$ cat src/rtl/sbg_pkg.sv
package sbg_pkg;
  // Bit positions the host software decodes; fixed by behaviour.
  localparam int POLL_BIT = 7;
  localparam int RUN_TOG_BIT = 6;
  localparam int SUSP_TOG_BIT = 2;
  localparam int MIN_DW = POLL_BIT + 1;

  typedef enum logic [1:0] {
    SRC_ARRAY = 2'd0,
    SRC_PROG  = 2'd1,
    SRC_ERASE = 2'd2
  } poll_src_e;
endpackage

$ cat src/rtl/sbg_toggle_track.sv
module sbg_toggle_track (
  input  logic clk,
  input  logic rst_n,
  input  logic op_active,
  input  logic susp_active,
  input  logic rd_fire,
  input  logic rd_hit,
  input  logic pgm_hit,
  output logic run_tog,
  output logic susp_tog
);
  logic susp_flip;

  // Two hits in one cycle cancel out.
  assign susp_flip = rd_hit ^ pgm_hit;

  always_ff @(posedge clk) begin
    if (!rst_n) begin
      run_tog  <= 1'b0;
      susp_tog <= 1'b0;
    end else begin
      if (!op_active)   run_tog <= 1'b0;
      else if (rd_fire) run_tog <= ~run_tog;

      if (!susp_active)   susp_tog <= 1'b0;
      else if (susp_flip) susp_tog <= ~susp_tog;
    end
  end
endmodule

$ cat src/rtl/sbg_word_former.sv
module sbg_word_former
  import sbg_pkg::*;
#(
  parameter int DW = 16
) (
  input  logic [DW-1:0] array_data,
  input  poll_src_e     poll_src,
  input  logic          last_load_b7,
  input  logic          run_tog,
  input  logic          susp_tog,
  input  logic          rd_hit,
  output logic [DW-1:0] word
);
  logic status_run;
  assign status_run = (poll_src != SRC_ARRAY);

  for (genvar b = 0; b < DW; b++) begin : g_bit
    if (b == POLL_BIT) begin : g_poll
      always_comb begin
        unique case (poll_src)
          SRC_PROG:  word[b] = ~last_load_b7;
          SRC_ERASE: word[b] = 1'b0;
          default:   word[b] = array_data[b];
        endcase
      end
    end else if (b == RUN_TOG_BIT) begin : g_run
      assign word[b] = status_run ? run_tog : array_data[b];
    end else if (b == SUSP_TOG_BIT) begin : g_susp
      assign word[b] = rd_hit ? susp_tog : array_data[b];
    end else begin : g_pass
      assign word[b] = array_data[b];
    end
  end
endmodule

$ cat src/rtl/sbg_resp_slot.sv
module sbg_resp_slot #(
  parameter int DW = 16
) (
  input  logic          clk,
  input  logic          rst_n,
  input  logic          in_valid,
  output logic          in_ready,
  input  logic [DW-1:0] in_data,
  output logic          out_valid,
  input  logic          out_ready,
  output logic [DW-1:0] out_data
);
  assign in_ready = !out_valid || out_ready;

  always_ff @(posedge clk) begin
    if (!rst_n) begin
      out_valid <= 1'b0;
      out_data  <= '0;
    end else if (in_valid && in_ready) begin
      out_valid <= 1'b1;
      out_data  <= in_data;
    end else if (out_ready) begin
      out_valid <= 1'b0;
    end
  end
endmodule

$ cat src/rtl/sbg_status_gen.sv
module sbg_status_gen
  import sbg_pkg::*;
#(
  parameter int DW = 16,
  parameter int SW = 6
) (
  input  logic          clk,
  input  logic          rst_n,
  input  logic          prog_busy,
  input  logic          erase_busy,
  input  logic          erase_susp,
  input  logic [SW-1:0] susp_sector,
  input  logic          last_load_b7,
  input  logic          req_valid,
  output logic          req_ready,
  input  logic [SW-1:0] req_sector,
  input  logic [DW-1:0] array_data,
  input  logic          pgm_stb,
  input  logic [SW-1:0] pgm_sector,
  output logic          resp_valid,
  input  logic          resp_ready,
  output logic [DW-1:0] resp_data,
  output logic          rb_pull_low
);
  logic          op_active, rd_fire, rd_hit, pgm_hit;
  logic          run_tog, susp_tog;
  poll_src_e     poll_src;
  logic [DW-1:0] word;

  assign op_active = prog_busy || erase_busy;
  assign rd_fire   = req_valid && req_ready;
  assign rd_hit    = rd_fire && erase_susp && (req_sector == susp_sector);
  assign pgm_hit   = pgm_stb && erase_susp && (pgm_sector == susp_sector);

  always_comb begin
    if (prog_busy)       poll_src = SRC_PROG;
    else if (erase_busy) poll_src = SRC_ERASE;
    else                 poll_src = SRC_ARRAY;
  end

  sbg_toggle_track u_tog (
    .clk         (clk),
    .rst_n       (rst_n),
    .op_active   (op_active),
    .susp_active (erase_susp),
    .rd_fire     (rd_fire),
    .rd_hit      (rd_hit),
    .pgm_hit     (pgm_hit),
    .run_tog     (run_tog),
    .susp_tog    (susp_tog)
  );

  sbg_word_former #(.DW(DW)) u_form (
    .array_data   (array_data),
    .poll_src     (poll_src),
    .last_load_b7 (last_load_b7),
    .run_tog      (run_tog),
    .susp_tog     (susp_tog),
    .rd_hit       (rd_hit),
    .word         (word)
  );

  sbg_resp_slot #(.DW(DW)) u_slot (
    .clk       (clk),
    .rst_n     (rst_n),
    .in_valid  (req_valid),
    .in_ready  (req_ready),
    .in_data   (word),
    .out_valid (resp_valid),
    .out_ready (resp_ready),
    .out_data  (resp_data)
  );

  always_ff @(posedge clk) begin
    if (!rst_n) rb_pull_low <= 1'b0;
    else        rb_pull_low <= op_active;
  end
endmodule

$ cat config.mk
export PLATFORM = sky130hd
export DESIGN_NAME = sbg_status_gen
export DESIGN_NICKNAME = d
export VERILOG_FILES = /design/src/rtl/sbg_pkg.sv /design/src/rtl/sbg_toggle_track.sv /design/src/rtl/sbg_word_former.sv /design/src/rtl/sbg_resp_slot.sv /design/src/rtl/sbg_status_gen.sv
export SDC_FILE = /design/constraint.sdc
export NUM_CORES = 1
export LEC_CHECK = 0
export ABC_AREA = 1
export BUFFER_PORTS_ARGS = -buffer_cell sky130_fd_sc_hd__buf_2
export CORE_UTILIZATION = 42
export DETAILED_ROUTE_END_ITERATION = 8
export PLACE_DENSITY = 0.8
export SETUP_SLACK_MARGIN = 0.1
export SLEW_MARGIN = 10
export SYNTH_ARGS = -nofsm -noshare
export SYNTH_HDL_FRONTEND = slang
export SYNTH_SLANG_ARGS = --single-unit
$ cat constraint.sdc
create_clock -name clk -period 1.78 [get_ports clk]
set_clock_uncertainty 0.2 [all_clocks]
set_input_delay 0.267 -clock clk [delete_from_list [all_inputs] [get_ports clk]]
set_output_delay 0.267 -clock clk [all_outputs]
set_load 0.005 [all_outputs]
# == Yosys cells after proc, flatten, opt, wreduce, memory -nomap -nowiden ==
# Index checks and enable logic that the tools add are counted.
# totals
in_bits,43
output_inout_bits,19
register_bits,20
# op_classes
eq_ne,4
n_reduce_logical,12
bitwise,4
n_mux,7
# op_table
op,n
$eq A6 B6 Y1,2
$logic_and A1 B1 Y1,5
$mux W1,4
$mux W2,2
$reduce_and A2 Y1,2
$reduce_bool A2 Y1,2
$not A1 Y1,3
$eq A2 B1 Y1 const B,1
$eq A2 B2 Y1 const B,1
$logic_or A1 B1 Y1,2
$pmux W1 S2,1
$logic_not A1 Y1,1
$xor A1 B1 Y1,1

# == Logic depth before layout (Yosys ltp) ==
# Gate-level depths: netlist of the first run.
# logic_depth
depth_word,6
depth_mapped,11
depth_no_buf,11

# == Cells and area by module ==
# A second synthesis of the first run with hierarchy kept.
# hier_totals
cells_unflattened,223
hier_area_um2,1383.8
# by_module_without_submodules
mod,cells_each,n_inst,area_per_inst_um2
sbg_resp_slot,110,1,809.5
sbg_status_gen,69,1,299.0
sbg_word_former,28,1,175.2
sbg_toggle_track,16,1,100.1

# == Least setup slack after synthesis of the first run ==
# No wires, ideal clock.
# synth_timing
path_kind,register to register
from,register u_slot.out_valid
to,register u_slot.out_data[0]
stages_incl_launch_ff,7
arrival_ns,0.951
path_buffers,2
synth_period_minus_slack_ns,1.267
t_required_ns,1.464
setup_ns,0.116
setup_slack_ns,0.513
cell_sequence,dfxtp_1 -> a21oi_4 -> buf_6 -> inv_2 -> buf_4 -> nor2_1 -> nor2_1
# synth_between
elab_chain_len,3
# synth_lines
element,line_no,source
from (decl),sbg_resp_slot.sv:9,"output logic out_valid,"
from (signal assigned),sbg_resp_slot.sv:17,out_valid <= 1'b0;
from (signal assigned),sbg_resp_slot.sv:20,out_valid <= 1'b1;
from (signal assigned),sbg_resp_slot.sv:23,out_valid <= 1'b0;
$logic_not A1 Y1,sbg_resp_slot.sv:13,assign in_ready = !out_valid || out_ready;
$logic_or A1 B1 Y1,sbg_resp_slot.sv:13,
$logic_and A1 B1 Y1,sbg_resp_slot.sv:19,end else if (in_valid && in_ready) begin
to (signal assigned),sbg_resp_slot.sv:21,out_data <= in_data;
to (decl),sbg_resp_slot.sv:11,output logic [DW-1:0] out_data
# No other way between the ends.
# A chain may end at the register's enable or synchronous reset.

# == Worst setup path after layout of the first run ==
# layout_timing
from,register u_slot.out_valid
to,register u_tog.susp_tog
# layout_between
elab_chain_len,6
# layout_lines
element,line_no,source
$logic_not A1 Y1,sbg_resp_slot.sv:13,
$logic_or A1 B1 Y1,sbg_resp_slot.sv:13,
$logic_and A1 B1 Y1,sbg_status_gen.sv:31,assign rd_fire = req_valid && req_ready;
$logic_and A1 B1 Y1 (2 in a row),sbg_status_gen.sv:32,assign rd_hit = rd_fire && erase_susp && (req_sector == susp_sector);
$xor A1 B1 Y1,sbg_toggle_track.sv:15,assign susp_flip = rd_hit ^ pgm_hit;
to (signal assigned),sbg_toggle_track.sv:26,else if (susp_flip) susp_tog <= ~susp_tog;
to (decl),sbg_toggle_track.sv:10,output logic susp_tog
# No other way between the ends.

==> results of run 1 <==
[report_power, final]
part	internal, W	switching (W)
logic	0.000114	0.000107
registers	0.000480	0.0000162
clock network	0.000125	0.000134
total	0.000719	0.000257
[path summary, 6_finish.rpt]
check                                    end  slack [ns]
max              u_tog.susp_tog$_SDFFE_PN0P_        0.38
min reg2reg       u_tog.run_tog$_SDFFE_PN0P_        0.29
max reg2reg      u_tog.susp_tog$_SDFFE_PN0P_        0.38
min          u_slot.out_data[6]$_SDFFE_PN0P_        0.01
[cells in the mapped netlist]
cell      instances  area share (%)
a21boi_1          1            0.75
a21oi_1           2             1.0
a21oi_2           2             1.8
a21oi_4           1             1.6
a22oi_1           1            0.75
a31oi_1           1            0.63
buf_1             1            0.38
buf_4             1            0.75
buf_6             1             1.1
clkbuf_1          1            0.38
dfxtp_1          20              40
inv_1            17             6.4
inv_2             7             2.6
nand2_1          36              14
nand3_1           6             3.0
nor2_1           33              12
nor2_2            2             1.3
nor3_1            1            0.50
o21ai_0          17             8.5
or2_1             1            0.63
xor2_1            2             1.8
[cell usage in the layout, fill, tap and decap left out]
| master | netlist | final |
|---|---|---|
| dfxtp_1 | 20 | 20 |
| a21oi_2 | 2 | 2 |
| nor2_2 | 2 | 2 |
| clkbuf_8 | 0 | 1 |
| a22oi_1 | 1 | 1 |
| clkbuf_4 | 0 | 3 |
| a21boi_1 | 1 | 1 |
| nor2_1 | 33 | 33 |
| o21ai_0 | 17 | 17 |
| a21oi_1 | 2 | 2 |
| inv_2 | 7 | 7 |
| or2_1 | 1 | 1 |
| nor3_1 | 1 | 1 |
| a31oi_1 | 1 | 1 |
| inv_1 | 17 | 17 |
| dlygate4sd3_1 | 0 | 13 |
| a21oi_4 | 1 | 1 |
| xor2_1 | 2 | 2 |
| buf_2 | 0 | 61 |
| buf_4 | 1 | 2 |
| nand2_1 | 36 | 36 |
| nand3_1 | 6 | 6 |
[repair_timing]
item | in CTS | in global routing
setup buffers | 0 | 0
hold buffers | 12 | 1
endpoints found under the hold margin | 12 | 1
[layer usage]
layer | GRT usage [%] | up-vias | share of wire, %
li1 | - | 627 | -
met1 | 24.9 | 483 | 43
met2 | 36.4 | 33 | 51
met3 | 5.45 | 2 | 5.1
met4 | 6.94 | 0 | 0.67
met5 | 0 | - | 0
[cell type report]
cell class	count	share of cell area [%]
Inverter	24	6.04
Tap cell	28	2.35
Clock buffer	4	2.43
Sequential cell	20	26.8
Multi-Input combinational cell	106	32.2
Timing Repair Buffer	76	30.2
[through the flow]
stage	total power, W	area (µm²)	util [%]	hold WS, ns
6_report	0.000976	1490	66.8	0.0146
5_1_grt	0.00104	1490	66.8	0.0123
4_1_cts	0.000980	1480	66.4	0.00969
3_5_place_dp	0.000703	1330	59.4	0.281
3_3_place_gp	0.000702	1330	59.4	0.269
2_1_floorplan	0.000605	997	-	0.202
[registers in the layout (all words and copies together), names as in the netlist]
signal            count
rb_pull_low           1
u_slot.out_data      16
u_slot.out_valid      1
u_tog.susp_tog        1
u_tog.run_tog         1
[critical path, delay by kind of cell (launching register included)]
| kind | cells | cell delay, ns |
|---|---|---|
| simple gates | 5 | 0.46 |
| flops | 1 | 0.36 |
| compound gates | 2 | 0.31 |
[kinds of logic (layout without fill, tap and decap cells)]
family | count (synthesis) | in the layout | synth area share [%]
AOI/OAI and AO/OA | 25 | 25 | 15.1
xor gates and xnor gates | 2 | 2 | 1.76
buffers and inverters | 28 | 104 | 11.7
DFF | 20 | 20 | 40.2
and+or+nand+nor | 79 | 79 | 31.4
==> run_results.csv, run 1 <==
group,metric,value,unit
run_status,status,"completed",
clocking,clock_sinks,20,
die,core,0.00223,mm²
grt,overflow,0,
min_path,hold_class,"input port to flip-flop",
worst_setup_path,worst-setup-path-type,"flip-flop to flip-flop",
detailed_routing,ant_nets,0,
final_layout,seqCellArea,400,µm²
synth,synth.avg_cell_area,6.48,µm²
final_layout,instances_no_fill,258,
placed_design,pre_cts_ws,0.351,ns
synth,synth_cell_types,21,
clocking,htreeDepth,1,
die,die_h,50.7,µm
detailed_routing,drcViolationCount,0,
placed_design,dp_hpwl,1670,µm
final_layout,drive_gt1_share,34.3,%
worst_setup_path,cp_slowest_cell,"dfxtp_1",
detailed_routing,via_per_inst,4.44,
timing,hold_viol_final,0,
timing,tns,0,ns
worst_setup_path,worstPathMaxFanout,5,
die,die_w,50.7,µm
grt,grtUsageTotal,21.0,%
min_path,hp-start,"array_data[6]",
detailed_routing,firstDrtPassIters,4,
timing,period_minus_slack,1.40,ns
worst_setup_path,cp_data_required_time,1.82,ns
synth,yosys_warnings,0,
clocking,numCtsBuffers,3,
grt,first_global_vias,1018,
timing,grt_setup_unrepaired,"no",
clocking,cts-resized-gates,0,
die,pin_count,62,
clocking,worst_skew_pair.late_latency,0.30,ns
final_layout,layout.nets,274,
flow_run,drv_cap,0,
clocking,clockBufferDepth,2,
worst_setup_path,crit_top_cell,"nand2_1",
die,rows,17,
placed_design,port_buffers,61,
detailed_routing,vias,1145,
grt,grt_max_degree,18,
timing,final-setup-viol-count,0,
synth,yosysSeqAreaShare,40.2,%
detailed_routing,wl_per_cell,9.32,µm
worst_setup_path,crit_path_max_incr_delay,0.36,ns
placed_design,place.gp.congestion,0.745,
final_layout,multi_input_area,480,µm²
clocking,cts_tree,"yes",
power_and_ir_drop,leakagePower,0.844,nW
synth,synth_cells,154,
clocking,cts.clk_slew.worst_paths,0.11,ns
timing,fin_crit_sh,78.5,%
grt,grt_pass1_wl,4050,µm
final_layout,syn_to_final_growth,49.7,%
worst_setup_path,critPathLaunchType,"flip-flop",
worst_setup_path,endpoint_kind,"flip-flop",
timing,setup_ws,0.384,ns
worst_setup_path,r2r-start,"u_slot.out_valid$_SDFFE_PN0P_",
timing,slew-limit-headroom,82.6,%
worst_setup_path,crit_arrival,1.44,ns
placed_design,dp.cells,241,
detailed_routing,detail_route.wirelength,2410,µm
min_path,hold_depth,3,
power_and_ir_drop,powerDensity,654,mW/mm²
die,initial_utilization,44.6,%
clocking,clock-root-buffer,"clkbuf_4",
synth,ys_seq_elements,20,
final_layout,diodes,0,
timing,max_freq,0.716,GHz
grt,antenna_found_initial,0,
synth,syn_area,997,µm²
timing,finalMaxSlewViolations,0,
final_layout,fillers,219,
detailed_routing,first_iter_violations,22,
timing,worst_pin_slew,0.260,ns
worst_setup_path,crit_chain,"a21oi_4 > nand2_1 > nor2_2 > nand3_1 > nand2_1 > nand2_1 > a21oi_2",
die,die_area,0.00257,mm²
worst_setup_path,critPathLaunch,"u_slot.out_valid$_SDFFE_PN0P_",
synth,synth_nets,197,
worst_setup_path,rr_worst_depth,7,
power_and_ir_drop,max-vdd-ir-drop,0.564,mV
Power figures use the tool's default switching activity.
==> run 2: changes to the inputs <==
==> constraint.sdc (replaced) <==
create_clock -name clk -period 1.45 [get_ports clk]
set_clock_uncertainty 0.2 [all_clocks]
set_input_delay 0.2175 -clock clk [delete_from_list [all_inputs] [get_ports clk]]
set_output_delay 0.2175 -clock clk [all_outputs]
set_load 0.005 [all_outputs]
==> run 2 against run 1 <==
Compared with the run above: non-clock buffer count grew 5; utilization up 2.2 points; worst hold slack improved by 0.0017 ns; total power up 25%; sequential power grew 23%; first-iteration DRC count down 45%; largest cell class is now non-clock buffers; sequential share of layout area down 0.79 points.
==> run_results.csv, run 2 (synthesized netlist as in run 1, its figures left out) <==
group,metric,value,unit
grt,overflow,0,
timing,max_freq,0.745,GHz
power_and_ir_drop,powerDensity,789,mW/mm²
worst_setup_path,worstPathMaxFanout,3,
final_layout,regMostFlops,"u_slot.out_data",
placed_design,dp_hpwl,1840,µm
final_layout,syn_to_final_growth,54.7,%
detailed_routing,wl_per_cell,9.88,µm
timing,tns,0,ns
final_layout,layout_common_cells,"buf_2, nand2_1, nor2_1, dfxtp_1, inv_1",
final_layout,drive_gt1_share,34.9,%
clocking,cts.clk_slew.worst_paths,0.11,ns
clocking,cts_tree,"yes",
power_and_ir_drop,combPwrFrac,23.6,%
power_and_ir_drop,p_seq_share,50.2,%
grt,grtUsageTotal,22.7,%
timing,hold_viol_final,0,
min_path,hold_class,"input port to flip-flop",
die,pin_count,62,
power_and_ir_drop,p_int,0.000894,W
final_layout,layout.nets,279,
power_and_ir_drop,p_sw_share,26.5,%
power_and_ir_drop,netSwitchingPower,0.000323,W
clocking,clockBufferDepth,2,
final_layout,instances_no_fill,263,
clocking,htreeDepth,1,
worst_setup_path,endpoint_kind,"flip-flop",
placed_design,dp.cells,242,
detailed_routing,drcViolationCount,0,
worst_setup_path,cp_data_required_time,1.49,ns
placed_design,port_buffers,61,
timing,final-setup-viol-count,0,
detailed_routing,first_iter_violations,12,
worst_setup_path,worst-setup-path-type,"flip-flop to flip-flop",
clocking,clock-root-buffer,"clkbuf_4",
power_and_ir_drop,p_clk_share,26.2,%
timing,period_minus_slack,1.34,ns
die,die_w,50.7,µm
worst_setup_path,crit_arrival,1.39,ns
die,core,0.00223,mm²
final_layout,largest_reg_flops,16,
power_and_ir_drop,max-vdd-ir-drop,0.762,mV
final_layout,fin_area,0.00154,mm²
detailed_routing,detail_route.wirelength,2600,µm
detailed_routing,firstDrtPassIters,4,
die,initial_utilization,44.6,%
flow_run,drv_cap,0,
die,die_h,50.7,µm
grt,first_global_vias,1132,
die,die_area,0.00257,mm²
timing,grt_setup_unrepaired,"yes",
die,rows,17,
timing,slew-limit-headroom,87.8,%
timing,hold_slack,0.0163,ns
grt,grt_pass1_wl,4410,µm
placed_design,place_area,0.00133,mm²
grt,grt_max_degree,17,
clocking,numCtsBuffers,3,
worst_setup_path,critPathLaunchType,"flip-flop",
detailed_routing,vias,1163,
run_status,status,"completed",
placed_design,place.gp.congestion,0.770,
clocking,clock_sinks,20,
timing,finalMaxSlewViolations,0,
clocking,worst_skew_pair.late_latency,0.30,ns
detailed_routing,via_per_inst,4.42,
grt,antenna_found_initial,0,
power_and_ir_drop,total_power,0.00122,W
timing,fin_crit_sh,92.6,%
detailed_routing,ant_nets,0,
final_layout,diodes,0,
power_and_ir_drop,leakagePower,0.868,nW
timing,worst_pin_slew,0.181,ns
final_layout,final_common_cell,"buf_2",
[run 2: worst max-delay path, stage by stage, from the launching register on]
cell	delay, ns
dfxtp_2	0.36
a21oi_4	0.15
nand2_1	0.08
nor2_2	0.11
nand3_1	0.13
nand2_1	0.09
nand2_1	0.06
a21oi_2	0.11
[run 2: routing by layer]
metal  global-route usage [%]  share of wire, %  up-vias
met5                        0                 0        -
met4                     6.02              0.35        0
met3                     5.76               4.3        2
met2                     43.3                53       35
met1                     24.3                42      497
li1                         -                 -      629
[run 2: final timing paths]
check,startpoint,to,slack (ns),depth (start not counted)
worst min register to register,u_tog.run_tog$_SDFFE_PN0P_,u_tog.run_tog$_SDFFE_PN0P_,0.28,2
worst max register to register,u_slot.out_valid$_SDFFE_PN0P_,u_tog.susp_tog$_SDFFE_PN0P_,0.11,7
worst min-delay path,resp_ready,u_slot.out_valid$_SDFFE_PN0P_,0.02,4
worst max-delay path,u_slot.out_valid$_SDFFE_PN0P_,u_tog.susp_tog$_SDFFE_PN0P_,0.11,7
[run 2: area by class of cell]
class / count / area, µm²
well taps: 28 / 35.0
inverters: 24 / 90.1
repair buffers: 81 / 499
clock buffers: 4 / 36.3
flip-flops and latches: 20 / 402
fillers: 207 / 691
multi-input cells: 106 / 480
[run 2: power groups by stage]
stage | Sequential, W | Clock (W) | Combinational [W]
3_5_place_dp | 0.000621 | 0 | 0.000247
6_report | 0.000611 | 0.000319 | 0.000288
4_1_cts | 0.000609 | 0.000326 | 0.000284
5_1_grt | 0.000615 | 0.000354 | 0.000324
3_3_place_gp | 0.000620 | 0 | 0.000245
2_1_floorplan | 0.000624 | 0 | 0.000119
[run 2: timing repair]
action                                  CTS  global route
buffers inserted                          1             0
hold buffers                             16             0
endpoints found under the setup margin    3             8
gates resized for setup                   1             2
pin swaps                                 1             1
endpoints found under the hold margin    16             0
[run 2: stage by stage]
stage	util, %	setup WS, ns
after floorplan	-	0.183
after detailed placement	59.7	0.0359
after CTS	68.9	0.100
after global placement	59.7	0.117
after global routing	69.1	0.0272
final	69.1	0.107
==> run 3: changes to the inputs <==
--- a/config.mk
+++ b/config.mk
@@ -7,11 +7,12 @@
 export LEC_CHECK = 0
 export ABC_AREA = 1
 export BUFFER_PORTS_ARGS = -buffer_cell sky130_fd_sc_hd__buf_2
-export CORE_UTILIZATION = 42
+export CORE_UTILIZATION = 47
 export DETAILED_ROUTE_END_ITERATION = 8
-export PLACE_DENSITY = 0.8
+export PLACE_DENSITY = 0.78
 export SETUP_SLACK_MARGIN = 0.1
 export SLEW_MARGIN = 10
 export SYNTH_ARGS = -nofsm -noshare
 export SYNTH_HDL_FRONTEND = slang
+export SYNTH_HIERARCHICAL = 1
 export SYNTH_SLANG_ARGS = --single-unit
==> constraint.sdc (replaced) <==
create_clock -name clk -period 1.45 [get_ports clk]
set_clock_uncertainty 0.2 [all_clocks]
set_input_delay 0.2175 -clock clk [delete_from_list [all_inputs] [get_ports clk]]
set_output_delay 0.2175 -clock clk [all_outputs]
set_load 0.05 [all_outputs]
==> run 3 against run 2 <==
Compared with the run above: the run now ends with setup timing left; utilization fell by 7.6 points; synthesized cell count rose by 45%; critical path depth fell by 4; count of clock-buffer cells in the layout fell by 1; via count rose by 15%; worst hold slack got worse by 0.0041 ns; setup slack got worse by 0.14 ns; area after synthesis rose by 39%; flip-flop and latch count did not move; critical endpoint is now req_ready; largest power group unchanged.
==> run_results.csv, run 3 <==
group,metric,value,unit
die,die_area,0.00317,mm²
synth,synth_edf_count,0,
worst_setup_path,crit_arrival,1.06,ns
worst_setup_path,worst-setup-path-type,"flip-flop to output port",
grt,grtUsageTotal,17.4,%
timing,worst_pin_slew,0.367,ns
clocking,cts_tree,"yes",
synth,synth-main-ff-cell,"dfxtp_1",
timing,fin_crit_sh,102,%
worst_setup_path,cp_data_required_time,1.03,ns
timing,hold_viol_final,0,
placed_design,place_area,0.00158,mm²
final_layout,fillers,289,
synth,synth.avg_cell_area,6.21,µm²
synth,async_flop_share,0,%
grt,grt_pass1_wl,4420,µm
power_and_ir_drop,leakagePower,1.02,nW
detailed_routing,wl_per_cell,8.18,µm
clocking,htreeDepth,1,
clocking,clock-root-buffer,"clkbuf_4",
flow_run,drv_cap,0,
synth,synth_cell_types,20,
final_layout,syn_to_final_growth,23.5,%
detailed_routing,ant_nets,0,
power_and_ir_drop,total_power,0.00152,W
grt,first_global_vias,1092,
die,pin_count,62,
detailed_routing,via_per_inst,4.40,
die,core,0.00278,mm²
detailed_routing,firstDrtPassIters,4,
final_layout,fin_area,0.00171,mm²
worst_setup_path,critPathLaunch,"u_slot/out_valid$_SDFFE_PN0P_",
final_layout,layout.nets,318,
synth,synth_area_leaders,"dfxtp_1, nand2_1, inv_1",
run_status,violations,"setup timing",
clocking,clock_sinks,20,
die,rows,19,
final_layout,drive_gt1_share,29.8,%
grt,antenna_found_initial,0,
detailed_routing,drcViolationCount,0,
timing,hold_slack,0.0122,ns
die,die_h,56.3,µm
power_and_ir_drop,powerDensity,890,mW/mm²
timing,slew-limit-headroom,75.5,%
final_layout,layout_common_cells,"nand2_1, inv_1, buf_2, nor2_1, dfxtp_1",
placed_design,place.gp.congestion,0.761,
placed_design,dp_hpwl,1840,µm
synth,ys_seq_elements,20,
synth,synth_commonest_cells,"nand2_1, inv_1, nor2_1",
final_layout,diodes,0,
detailed_routing,vias,1334,
clocking,cts.clk_slew.worst_paths,0.12,ns
synth,yosysTopAreaCell,"dfxtp_1",
detailed_routing,first_iter_violations,43,
timing,setup_ws,-0.0307,ns
run_status,status,"finished with violations",
synth,yosysSeqAreaShare,28.9,%
min_path,hp-start,"array_data[13]",
grt,grt_max_degree,35,
final_layout,final_common_cell,"nand2_1",
worst_setup_path,endpoint_kind,"output port",
detailed_routing,detail_route.wirelength,2480,µm
grt,overflow,0,
synth,syn_area,0.00138,mm²
synth,yosys_warnings,6,
min_path,hold_class,"input port to flip-flop",
synth,synth_nets,268,
final_layout,regMostFlops,"u_slot/out_data",
worst_setup_path,r2r-start,"u_slot/out_valid$_SDFFE_PN0P_",
worst_setup_path,worstPathMaxFanout,10,
power_and_ir_drop,max-vdd-ir-drop,1.00,mV
clocking,worst_skew_pair.late_latency,0.30,ns
worst_setup_path,critPathLaunchType,"flip-flop",
synth,synth_cells,223,
die,die_w,56.3,µm
clocking,numCtsBuffers,3,
clocking,clockBufferDepth,2,
placed_design,port_buffers,61,
synth,synth_most_common_cell,"nand2_1",
synth,yosysTopAreaCellShare,28.9,%
die,initial_utilization,49.8,%
timing,final-setup-viol-count,1,
final_layout,largest_reg_flops,16,
timing,grt_setup_unrepaired,"yes",
timing,finalMaxSlewViolations,0,
timing,max_freq,0.675,GHz
timing,period_minus_slack,1.48,ns
run 3: final cells by class:
class	instances	area, µm²	share of cell area (%)
multi-input combinational	134	629	36.8
tap	31	38.8	2.27
clock inverter	1	30.0	1.76
inverter	47	176	10.3
timing repair buffer	67	408	23.9
clock buffer	3	22.5	1.32
sequential	20	404	23.6
run 3: routing by layer:
layer  vias up  wire length, µm  track usage (%)
met5         -                0                0
met4         0               32             6.27
met3         4              140             5.07
met2        38             1070             27.4
met1       541             1240             22.5
li1        751                -                -
run 3: critical path: stages (launching register included):
cell	delay, ns
dfxtp_4	0.37
nand2_4	0.06
buf_4	0.17
buf_8	0.16
run 3: timing repair:
| action | CTS | global route |
|---|---|---|
| pin swaps | 0 | 4 |
| hold buffers | 3 | 0 |
| gates resized for setup | 7 | 19 |
| endpoints found under the setup margin | 7 | 18 |
| hold endpoints to repair | 2 | 0 |
| buffers inserted | 0 | 1 |
run 3: cell families after synthesis:
family | share of synthesized area, %
simple gates | 33.3
buf+inv | 26.1
compound gates | 9.22
flops | 28.9
fa+ha+maj | 1.81
xor+xnor | 0.633
run 3: report_power, final:
group          switching [W]  leakage (nW)  internal [W]  total, W
registers          0.0000202         0.167      0.000589  0.000610
clock network       0.000170        0.0279      0.000279  0.000450
logic               0.000292         0.829      0.000170  0.000461
total               0.000482          1.02       0.00104   0.00152
run 3: path summary, 6_finish.rpt:
path / to / slack [ns] / cells after the start
max: req_ready / -0.03 / 3
min: u_slot/out_data[13]$_SDFFE_PN0P_ / 0.01 / 5
max reg2reg: u_slot/out_data[2]$_SDFFE_PN0P_ / 0.01 / 11
min reg2reg: u_slot/out_data[6]$_SDFFE_PN0P_ / 0.29 / 2
run 3: stage by stage:
stage	std cells	TNS [ns]	worst slack [ns]	utilization, %
floorplan	223	-0.304	-0.163	-
global placement	296	0	0.0269	56.7
detailed placement	296	-0.0152	-0.0152	56.7
CTS	303	-0.0323	-0.0183	60.4
global route	303	-0.347	-0.185	61.4
finish	303	-0.0307	-0.0307	61.4
